==> config.mk <==
export PLATFORM = sky130hd
export DESIGN_NAME = onoff_link
export DESIGN_NICKNAME = d
export VERILOG_FILES = /design/src/rtl/onoff_pkg.sv /design/src/rtl/onoff_rst_sync.sv /design/src/rtl/onoff_delay_line.sv /design/src/rtl/onoff_rx_buffer.sv /design/src/rtl/onoff_hyst_ctrl.sv /design/src/rtl/onoff_link.sv
export SDC_FILE = /design/constraint.sdc
export NUM_CORES = 1
export LEC_CHECK = 0
export BUFFER_PORTS_ARGS = -buffer_cell sky130_fd_sc_hd__buf_2
export CAP_MARGIN = 20
export CORE_MARGIN = 4
export CORE_UTILIZATION = 45
export DETAILED_ROUTE_END_ITERATION = 16
export PLACE_DENSITY = 0.72
export SYNTH_ARGS = -nofsm -noshare
export SYNTH_HDL_FRONTEND = slang
export SYNTH_SLANG_ARGS = --single-unit
export TNS_END_PERCENT = 100
==> constraint.sdc <==
create_clock -name clk -period 1.94 [get_ports clk]
set_input_delay 0.582 -clock clk [delete_from_list [all_inputs] [get_ports clk]]
set_output_delay 0.582 -clock clk [all_outputs]
set_load 0.02 [all_outputs]
==> src/rtl/onoff_pkg.sv <==
package onoff_pkg;
  typedef enum logic {
    LINK_STOP = 1'b0,
    LINK_GO   = 1'b1
  } link_state_e;
endpackage

==> src/rtl/onoff_rst_sync.sv <==
module onoff_rst_sync (
  input  logic clk,
  input  logic rst_ni,
  output logic rst_no
);
  logic [1:0] sync_q;

  always_ff @(posedge clk or negedge rst_ni) begin
    if (!rst_ni) sync_q <= 2'b00;
    else         sync_q <= {sync_q[0], 1'b1};
  end

  assign rst_no = sync_q[1];
endmodule

==> src/rtl/onoff_delay_line.sv <==
module onoff_delay_line #(
  parameter int unsigned       W       = 1,
  parameter int unsigned       DLY     = 2,
  parameter logic [W-1:0]      RST_VAL = '0
) (
  input  logic         clk,
  input  logic         rst_ni,
  input  logic [W-1:0] d_i,
  output logic [W-1:0] q_o
);
  logic [W-1:0] stage_q [DLY];
  logic [W-1:0] stage_d [DLY];

  for (genvar k = 0; k < DLY; k++) begin : g_stage
    if (k == 0) begin : g_first
      assign stage_d[k] = d_i;
    end else begin : g_next
      assign stage_d[k] = stage_q[k-1];
    end

    always_ff @(posedge clk or negedge rst_ni) begin
      if (!rst_ni) stage_q[k] <= RST_VAL;
      else         stage_q[k] <= stage_d[k];
    end
  end

  assign q_o = stage_q[DLY-1];
endmodule

==> src/rtl/onoff_rx_buffer.sv <==
module onoff_rx_buffer #(
  parameter int unsigned DEPTH = 16,
  localparam int unsigned CW   = $clog2(DEPTH + 1)
) (
  input  logic          clk,
  input  logic          rst_ni,
  input  logic          arrive_i,
  input  logic          drain_i,
  output logic [CW-1:0] free_o,
  output logic          overflow_o
);
  localparam logic [CW-1:0] FULL_CNT = CW'(DEPTH);

  logic [CW-1:0] occ_q, occ_d;
  logic          ovf_q, ovf_d;
  logic          pop;
  logic          full;
  logic          occ_en;

  assign full = (occ_q == FULL_CNT);
  assign pop  = drain_i && (occ_q != '0);

  always_comb begin
    occ_d  = occ_q;
    ovf_d  = ovf_q;
    occ_en = 1'b0;
    unique case ({arrive_i, pop})
      2'b10: begin
        if (full) begin
          ovf_d = 1'b1;
        end else begin
          occ_d  = occ_q + 1'b1;
          occ_en = 1'b1;
        end
      end
      2'b01: begin
        occ_d  = occ_q - 1'b1;
        occ_en = 1'b1;
      end
      default: ;
    endcase
  end

  always_ff @(posedge clk or negedge rst_ni) begin
    if (!rst_ni) begin
      occ_q <= '0;
      ovf_q <= 1'b0;
    end else begin
      if (occ_en) occ_q <= occ_d;
      ovf_q <= ovf_d;
    end
  end

  assign free_o     = FULL_CNT - occ_q;
  assign overflow_o = ovf_q;

  AST_NO_OVERFLOW: assert property (@(posedge clk) disable iff (!rst_ni)
    !(arrive_i && !pop && full));
  AST_OVF_STICKY: assert property (@(posedge clk) disable iff (!rst_ni)
    ovf_q |=> ovf_q);
  AST_OCC_STEP: assert property (@(posedge clk) disable iff (!rst_ni)
    1'b1 |=> (occ_q == $past(occ_q) || occ_q == $past(occ_q) + 1'b1 ||
              occ_q == $past(occ_q) - 1'b1));
endmodule

==> src/rtl/onoff_hyst_ctrl.sv <==
module onoff_hyst_ctrl
  import onoff_pkg::*;
#(
  parameter int unsigned DEPTH   = 16,
  parameter int unsigned OFF_THR = 6,
  parameter int unsigned ON_THR  = 10,
  localparam int unsigned CW     = $clog2(DEPTH + 1)
) (
  input  logic          clk,
  input  logic          rst_ni,
  input  logic [CW-1:0] free_i,
  output logic          go_o
);
  localparam logic [CW-1:0] LOW_LIM  = CW'(OFF_THR);
  localparam logic [CW-1:0] HIGH_LIM = CW'(ON_THR);

  link_state_e state_q, state_d;
  logic        below_low, above_high;

  assign below_low  = (free_i < LOW_LIM);
  assign above_high = (free_i > HIGH_LIM);

  always_comb begin
    state_d = state_q;
    unique case (state_q)
      LINK_GO:   if (below_low)  state_d = LINK_STOP;
      LINK_STOP: if (above_high) state_d = LINK_GO;
      default:   state_d = LINK_GO;
    endcase
  end

  always_ff @(posedge clk or negedge rst_ni) begin
    if (!rst_ni) state_q <= LINK_GO;
    else         state_q <= state_d;
  end

  assign go_o = (state_q == LINK_GO);

  AST_STOP_BELOW_LOW: assert property (@(posedge clk) disable iff (!rst_ni)
    $fell(go_o) |-> ($past(free_i) < LOW_LIM));
  AST_GO_ABOVE_HIGH: assert property (@(posedge clk) disable iff (!rst_ni)
    $rose(go_o) |-> ($past(free_i) > HIGH_LIM));
  AST_HOLD_IN_BAND: assert property (@(posedge clk) disable iff (!rst_ni)
    (free_i >= LOW_LIM && free_i <= HIGH_LIM) |=> $stable(go_o));
endmodule

==> src/rtl/onoff_link.sv <==
module onoff_link #(
  parameter int unsigned DEPTH    = 16,
  parameter int unsigned OFF_THR  = 6,
  parameter int unsigned ON_THR   = 10,
  parameter int unsigned LINK_DLY = 2,
  localparam int unsigned CW      = $clog2(DEPTH + 1)
) (
  input  logic          clk,
  input  logic          rst_ni,
  input  logic          src_valid_i,
  output logic          src_send_o,
  output logic          rx_valid_o,
  input  logic          drain_i,
  output logic [CW-1:0] free_o,
  output logic          onoff_o,
  output logic          sender_on_o,
  output logic          overflow_o
);
  if (LINK_DLY < 1) begin : g_bad_dly
    $error("link delay must be at least one cycle");
  end
  if (ON_THR <= OFF_THR) begin : g_bad_band
    $error("upper threshold must exceed lower threshold");
  end
  if (ON_THR >= DEPTH) begin : g_bad_high
    $error("upper threshold must be below buffer depth");
  end
  if (OFF_THR < 2 * LINK_DLY + 2) begin : g_bad_low
    $error("lower threshold cannot absorb in-flight flits");
  end

  logic rst_sync_n;
  logic go_rx;
  logic go_tx;
  logic send;
  logic arrive;

  onoff_rst_sync i_rst_sync (
    .clk    (clk),
    .rst_ni (rst_ni),
    .rst_no (rst_sync_n)
  );

  assign send = src_valid_i & go_tx;

  onoff_delay_line #(.W(1), .DLY(LINK_DLY), .RST_VAL(1'b0)) i_fwd_line (
    .clk    (clk),
    .rst_ni (rst_sync_n),
    .d_i    (send),
    .q_o    (arrive)
  );

  onoff_rx_buffer #(.DEPTH(DEPTH)) i_rx_buf (
    .clk        (clk),
    .rst_ni     (rst_sync_n),
    .arrive_i   (arrive),
    .drain_i    (drain_i),
    .free_o     (free_o),
    .overflow_o (overflow_o)
  );

  onoff_hyst_ctrl #(.DEPTH(DEPTH), .OFF_THR(OFF_THR), .ON_THR(ON_THR)) i_ctrl (
    .clk    (clk),
    .rst_ni (rst_sync_n),
    .free_i (free_o),
    .go_o   (go_rx)
  );

  onoff_delay_line #(.W(1), .DLY(LINK_DLY), .RST_VAL(1'b1)) i_back_line (
    .clk    (clk),
    .rst_ni (rst_sync_n),
    .d_i    (go_rx),
    .q_o    (go_tx)
  );

  assign src_send_o  = send;
  assign rx_valid_o  = arrive;
  assign onoff_o     = go_rx;
  assign sender_on_o = go_tx;
endmodule

==> results of run 1 <==
-- final timing paths --
path                                                 from                              to  slack (ns)
max                         i_rx_buf.occ_q[1]$_DFFE_PN0P_   i_rx_buf.occ_q[4]$_DFFE_PN0P_       -0.31
min                                                rst_ni  i_rst_sync.sync_q[1]$_DFF_PN0_        0.07
max reg2reg                 i_rx_buf.occ_q[1]$_DFFE_PN0P_   i_rx_buf.occ_q[4]$_DFFE_PN0P_       -0.31
min reg2reg                i_rst_sync.sync_q[1]$_DFF_PN0_   i_rx_buf.occ_q[3]$_DFFE_PN0P_        0.17
max in group asynchronous  i_rst_sync.sync_q[1]$_DFF_PN0_           i_ctrl.go_o$_DFF_PN1_        1.41
min in group clk           i_rst_sync.sync_q[0]$_DFF_PN0_  i_rst_sync.sync_q[1]$_DFF_PN0_        0.36
-- cells by family (layout without fill, tap and decap cells) --
group	count (synthesis)	after routing	share of synthesized area (%)
AO/OA/AOI/OAI	6	6	8.130
XOR/XNOR	6	6	8.538
flip-flops	13	13	53.46
buffers and inverters	6	37	4.267
other	1	1	0.6092
AND/OR/NAND/NOR	13	13	13.42
multiplexers	2	2	3.455
adder cells (fa/ha/maj)	4	4	8.130
-- metrics by stage --
| stage | setup slack (ns) | util, % |
|---|---|---|
| after floorplan | -0.3593 | - |
| after global placement | -0.3013 | 63.17 |
| after detailed placement | -0.3471 | 63.17 |
| after CTS | -0.3230 | 70.77 |
| after global routing | -0.4044 | 74.33 |
| final | -0.3099 | 74.33 |
-- metal layers --
layer / wire length [um] / part of all wire, % / up-vias
li1: - / - / 234
met1: 552 / 40 / 239
met2: 735 / 53 / 18
met3: 81 / 5.8 / 4
met4: 21 / 1.5 / 0
met5: 0 / 0 / -
-- flip-flops by register name, indices dropped and copies added, names as in the netlist --
name                 cells
i_fwd_line.stage_d       1
i_rx_buf.occ_q           5
i_rx_buf.overflow_o      1
i_back_line.q_o          1
i_rst_sync.sync_q        2
i_back_line.stage_d      1
i_ctrl.go_o              1
i_fwd_line.q_o           1
-- synth_stat cells (2+ instances only) --
cell type | count | area, um^2
sky130_fd_sc_hd__a21o_1 | 2 | 15.01
sky130_fd_sc_hd__dfrtp_1 | 10 | 250.2
sky130_fd_sc_hd__dfstp_2 | 3 | 78.83
sky130_fd_sc_hd__ha_1 | 4 | 50.05
sky130_fd_sc_hd__inv_1 | 4 | 15.01
sky130_fd_sc_hd__nand2_1 | 3 | 11.26
sky130_fd_sc_hd__nand3_1 | 2 | 10.01
sky130_fd_sc_hd__xnor2_1 | 3 | 26.28
sky130_fd_sc_hd__xor2_1 | 3 | 26.28
-- area by class of cell --
class,count,area share (%)
Clock buffer,4,2.717
Tap cell,15,1.940
Timing Repair Buffer,29,21.09
Sequential cell,13,34.02
Multi-Input combinational cell,32,38.68
Inverter,4,1.552
-- layout by cell type, fill, tap and decap left out, drive strengths merged --
cell and n:
conb 1, and2 1, dfstp 3, nor3b 1
nand3 2, o22ai 1, nand2 3, a41o 1
o21ai 1, xor2 3, xnor2 3, inv 4
or2 1, mux2 1, a21o 2, nand3b 1
clkbuf 4, or4 1, buf 29, dfrtp 10
a221o 1, or3 1, mux2i 1, or4b 1
ha 4, nand2b 1
-- report_power, final --
part           switching (W)  leakage, nW  internal (W)
Clock              0.0000935       0.0150     0.0000800
Combinational       0.000589        0.297      0.000646
Sequential         0.0000711        0.150      0.000382
-- critical path, stage by stage (launching register included) --
cell                       delay, ns
sky130_fd_sc_hd__dfrtp_1        0.38
sky130_fd_sc_hd__inv_2          0.06
sky130_fd_sc_hd__ha_4           0.16
sky130_fd_sc_hd__nor3b_4        0.15
sky130_fd_sc_hd__ha_4           0.16
sky130_fd_sc_hd__nand2b_4       0.13
sky130_fd_sc_hd__or2_4          0.23
sky130_fd_sc_hd__nand2_2        0.06
sky130_fd_sc_hd__nand2_2        0.06
sky130_fd_sc_hd__ha_4           0.16
sky130_fd_sc_hd__or4_4          0.41
sky130_fd_sc_hd__o21ai_2        0.08
sky130_fd_sc_hd__xnor2_1        0.14
-- what timing repair did --
item                                   CTS  global route
pin swaps                                3             5
endpoints found under the hold margin    0             0
resized for setup                       13             7
buffers inserted                         2             2
setup endpoints to repair                6             7
==> impl_summary.md, run 1 <==
Timing
The share of the clock period used by the worst path after layout is 116.0%. The least setup slack across all paths after layout is -0.3099 ns. The shortest clock period the worst path allows after layout is 2.250 ns.

The final count of hold timing violations is 0. The minimum hold slack is 0.07393 ns. The clock arrives with ~0.015 ns of skew. Setup violations remaining at the end of the flow were counted as 5. For this run, the top clock speed supported by timing is 444.5 MHz. Setup repair after global routing could not meet its margin everywhere. The count of pins over their slew limit is 0. Setup total negative slack on the finished layout was measured at -1.199 ns.

Routing
After detailed routing, the average wire length per cell comes to roughly 14 um. The count of routing violations after the opening detailed-route iteration is 16. The first detailed-routing pass took 4 iterations. The vias per cell is slightly above 5.

The number of nets with antenna violations after routing is 0. The total DRC errors in the routed layout is 0. The total via count in the routed design is roughly 500. The total length of routed wires is 1391 um.

Synth
The Yosys step of the flow raised 0 warnings. The count of distinct cell types in the synthesized netlist is 26. The share of synthesized flip-flops with an asynchronous set or reset is 100.0%.

Summing every instance area after synthesis gives a little over 600 um^2. The average size of a mapped cell is around 12 um^2. The primary flip-flop cell chosen by synthesis mapping is sky130_fd_sc_hd__dfrtp_1. Synthesis produced a netlist with a net count of 59. The number of enable-type register cells in the synthesized netlist is 0.

Synthesis inferred 13 register bits. In the synthesized netlist, the number of instances is 51. Sequential cells were found to cover 53.46% of the synthesized design area.

CTS
The clock passes through at most 2 buffers. TritonCTS built the clock tree. Clock-pin slew was measured on the worst setup and hold paths at 0.09 ns. The count of hold buffers inserted by post-cts repair is 0. The root buffer selected by CTS is sky130_fd_sc_hd__clkbuf_4. The clock reaches the later pin of the worst-skew pair after approximately 0.29 ns. CTS saw 13 sinks. The maximum level of the CTS H-tree is 1. Clock tree synthesis inserted a total of 3 buffers.

Worst setup path
STA classifies the critical path startpoint as a flip-flop. For the worst setup path, the data arrival time is around 2.5 ns. The path type of the worst setup path is flip-flop to flip-flop. The kind of end point of the critical path is a flip-flop.

At the worst endpoint, the required time is 2.15 ns. For the worst flop-to-flop path, the logic depth is 12. The largest fanout of any net on the critical path is 2.

Finish
The total of fill cells in the finished design is 89. In the final layout, flip-flops and latches occupy approximately 330 um^2. The design area is 967.2 um^2. For this run, the post-layout net count is 91. The multi-input gate area in the final layout is 374.1 um^2. The final instance count without filler cells is 97. From synthesis to final layout, the design area changed by 57.11%.

The antenna diode instance count is 0. The fraction of layout cells with a size suffix above 1 is between 60% and 70%.

Global route
The initial antenna violation count is 0. The overall overflow remaining after global route is 0. The first-pass GRT wire length is about 2200 um. In the global route stage, met1 resource usage came out at between 15 and 20%. In the global route stage, overall resource usage came out at 16.32%.

The maximum number of pins on one net before global-route repair is 12. Global routing used between 20% and 30% of the available met2 tracks. The number of global-route vias before repair is 511.

In this run the most used layer during global routing was met2. In the global route stage, met3 resource usage came out at 5.179%.

Place
The number of placed instances, taps included, is 90. The detailed placer's ending HPWL is approximately 960 um. Routability-driven placement finished with a final weighted congestion of 0.7758.

The cell area after placement is 822.0 um^2. The number of buffers inserted by port buffering is 13.

Run status
The checks that failed: setup timing. The flow ran to the end, but the final reports show violations.

Power and ir drop
The worst-case vdd ir drop is 1.243 mV. The design draws about 0.0019 W. The leakage dissipation is 0.4618 nW.

The power per cell area is 1924 nW/um^2.

Die
The die height is 44.99 um. The die covers 2024 um^2. In this run the core area contains 13 standard-cell rows. During I/O placement, the number of pins put on the boundary was 14. From left edge to right edge, the die measures 44.99 um. After floorplanning, the core was sized to cover 1301 um^2. For this configuration, the core starts out at a cell density of 47.31%.

Worst hold path
The path type of the worst min-delay path is input port to async pin.

Job
The max-cap check violation count is 0.
Note: power is estimated with default switching activity, not from simulation.
==> run 2: changes to the inputs <==
ABC_AREA = 1   (was unset)
CORE_UTILIZATION = 46   (was 45)
==> impl_summary.md, run 2 <==
Run status
The run finished, with violations left. The checks that failed: setup timing.

Place
The placed instances occupy a cell area of between 900 and 1000 um^2. The number of placed instances, taps included, is 118. The final estimated routing congestion in global placement is just under 0.8.

The detailed placer's ending HPWL is around 1200 um. In this run the tool buffered the top-level ports with 13 buffer cells.

CTS
The clock tree from TritonCTS is done. The latest clock arrival within the worst-skew pair is between 0.2 and 0.3 ns. In this run the number of H-tree levels came out at 1. The root buffer selected by CTS is sky130_fd_sc_hd__clkbuf_4.

The clock sink count is 13. The maximum clock path buffer count is 2. The clock buffer count from CTS is 3. Hold repair after CTS inserted 0 buffers. Clock-pin slew was measured on the worst setup and hold paths at approximately 0.070 ns.

Global route
Entering global routing, the biggest net connects 12 pins. met2 is the most crowded layer. Summed over all layers, the global routing overflow is 0. The fraction of met2 tracks used by global routing is a little under 30%. Global routing used between 10% and 20% of the available tracks across all layers. The global-route track usage on met3 is 7.519%. The initial antenna violation count came to 0. The number of global-route vias before repair is 592. The first global-routing pass estimated 2677 um of wire.

In the global route stage, met1 resource usage came out at between 20 and 25%.

Finish
The relative area change from synthesis to final layout is 43.37%. Leaving out filler cells and counting taps, the final layout contains 127. The top cell types in the final layout, fill and taps aside, are sky130_fd_sc_hd__nand2_1, sky130_fd_sc_hd__buf_4, sky130_fd_sc_hd__dfrtp_1, sky130_fd_sc_hd__buf_2, sky130_fd_sc_hd__inv_2. The flip-flop count of the largest register, all copies and words added is 5.

The design area is 1055 um^2. The largest registers in the layout are i_rx_buf.occ_q: 5 flops, i_rst_sync.sync_q: 2 flops. Cells with a size suffix above 1 make up 52.25% of the layout. The antenna diode instance count is 0.

The final layout contains 120 nets. i_rx_buf.occ_q holds more flip-flops than any other register.

Synth
The cell count after synthesis came out at between 70 and 80. The count of distinct cell types in the synthesized netlist is 27. The total of warnings raised by yosys is 0.

The number of synthesized register bits is 13. Averaged over all synthesized cells, the footprint is 9.313 um^2. Ranked by instance count, the synthesized netlist is headed by sky130_fd_sc_hd__nand2_1, sky130_fd_sc_hd__inv_1, sky130_fd_sc_hd__dfrtp_1.

Counting flops with a built-in enable in the synthesized netlist gives 0. The leading area contributor after synthesis is sky130_fd_sc_hd__dfrtp_1. Synthesis produced a netlist with a net count of 87. The primary flip-flop cell chosen by synthesis mapping is sky130_fd_sc_hd__dfrtp_1. The share of synthesized flip-flops with an asynchronous set or reset is 100.0%. Yosys attributes the largest share of cell area to sky130_fd_sc_hd__dfrtp_1, sky130_fd_sc_hd__dfstp_2, sky130_fd_sc_hd__nand2_1. The netlist area before placement is 735.7 um^2. The portion of synthesized cell area occupied by the leading cell type is between 30% and 40%. The share of the yosys chip area belonging to registers is 44.73%.

The most common cell in the synthesized netlist is sky130_fd_sc_hd__nand2_1.

Routing
The number of iterations in the first detailed-routing pass is 4. The count of routing violations after the opening detailed-route iteration is 9. The average detailed-routed wire length per instance is around 13 um. The routed layout has 627 vias. The final layout contains routed wiring with a total length of 1709 um. In the routed layout, each cell is associated on average with a via count of 4.937. The count of nets left with antenna violations once routing finished came out at 0. For this run, design rule violations remaining after detail routing come to 0.

Worst hold path
The path type of the worst min-delay path is input port to async pin.

Die
Measured along the y axis, the die boundary spans 47.99 um. 14 I/O pins were placed. The number of rows created at floorplan is 14. The placeable core region is 1506 um^2.

Once the floorplan was initialized, standard cells occupied 48.84% of the core. The die area is 2303 um^2. The die extent in x is 47.99 um.

Worst setup path
The kind of end point of the critical path is a primary output. The worst setup path is launched from a flip-flop. For the worst setup path, the data required time is 1.36 ns. At the worst endpoint, the arrival time is 1.43 ns. By startpoint and endpoint, the worst setup path is classified as flip-flop to primary output.

The largest fanout of any net on the critical path is 2.

Power and ir drop
The worst-case IR drop observed on VDD is 1.475 mV. For this design the static power due to leakage is 0.5382 nW. The power per cell area is slightly above 2000 nW/um^2. Summing internal, switching and leakage power gives 0.002168 W.

Job
Max-cap violations in this run came to 0.

Timing
Between clock sinks in the finished design, the worst skew comes to 0.01169 ns. The count of pins over their slew limit came to 0. The final count of hold timing violations was 0. The shortest clock period the worst path allows after layout is 2.008 ns. The maximum clock rate is between 400 and 500 MHz. Setup violations remaining at the end of the flow were counted as 3. After layout, the worst path uses 103.5% of the clock period. Setup repair after global routing could not meet its margin everywhere.

In the post-route analysis, the smallest setup slack over all paths is -0.06771 ns.
-- run 2: path summary, 6_finish.rpt --
check	slack, ns	endpoint	cells past startpoint	from
worst max register to register	-0.01	i_rx_buf.occ_q[4]$_DFFE_PN0P_	17	i_rx_buf.occ_q[1]$_DFFE_PN0P_
worst min-delay path	0.08	i_rst_sync.sync_q[0]$_DFF_PN0_	1	rst_ni
worst min register to register	0.17	i_rx_buf.occ_q[3]$_DFFE_PN0P_	0	i_rst_sync.sync_q[1]$_DFF_PN0_
max in group asynchronous	1.42	i_ctrl.go_o$_DFF_PN1_	0	i_rst_sync.sync_q[1]$_DFF_PN0_
min in group clk	0.36	i_back_line.stage_d[0]$_DFF_PN1_	0	i_ctrl.go_o$_DFF_PN1_
worst max-delay path	-0.07	free_o[4]	7	i_rx_buf.occ_q[1]$_DFFE_PN0P_
-- run 2: repair_timing --
| action | CTS | global route |
|---|---|---|
| gates resized for setup | 10 | 5 |
| setup endpoints to repair | 5 | 5 |
| setup buffers | 1 | 4 |
| gates cloned | 0 | 0 |
| pin swaps | 5 | 1 |
-- run 2: kinds of logic (layout without fill, tap and decap cells) --
| family | Yosys count | in the layout | share of synthesized area, % |
|---|---|---|---|
| AND/OR/NAND/NOR | 30 | 30 | 21.43 |
| buffers and inverters | 15 | 47 | 8.333 |
| flip-flops | 13 | 13 | 44.73 |
| AO/OA/AOI/OAI | 10 | 10 | 10.03 |
| XOR/XNOR | 6 | 6 | 8.164 |
| adder cells (fa/ha/maj) | 4 | 4 | 6.803 |
| other | 1 | 1 | 0.5097 |
-- run 2: stage by stage --
stage	setup TNS, ns	utilization, %	setup slack (ns)	hold WS, ns
floorplan	-0.2162	-	-0.1657	0.1318
global placement	-0.02560	61.30	-0.02560	0.1942
detailed placement	-0.07689	61.30	-0.07580	0.1982
CTS	-0.1061	66.28	-0.06395	0.07579
global route	-0.6517	70.02	-0.1735	0.05427
finish	-0.1368	70.02	-0.06771	0.08419
-- run 2: cell type report --
type                            instances  area [um^2]
Fill cell                             118        451.7
Multi-Input combinational cell         51        414.1
Inverter                               14        53.80
Sequential cell                        13        329.1
Clock buffer                            4        26.28
Timing Repair Buffer                   29        211.5
Tap cell                               16        20.02
-- run 2: metal layers --
layer  up-vias  routed length [um]
met5         -                   0
met4         0                  25
met3         5                 106
met2        20                 923
met1       288                 653
li1        314                   -
-- run 2: critical path: stages, from the launching register on --
cell and delay, ns:
sky130_fd_sc_hd__dfrtp_1 0.39, sky130_fd_sc_hd__inv_2 0.09, sky130_fd_sc_hd__ha_4 0.15, sky130_fd_sc_hd__nand2_4 0.05
sky130_fd_sc_hd__nor2_4 0.11, sky130_fd_sc_hd__ha_4 0.21, sky130_fd_sc_hd__inv_2 0.05, sky130_fd_sc_hd__buf_6 0.10
-- run 2: report_power, final --
part,switching (W),internal (W),total (W)
logic,0.000801,0.000739,0.00154
clock network,0.0000859,0.0000798,0.000166
registers,0.0000714,0.000391,0.000462
total,0.000958,0.00121,0.00217
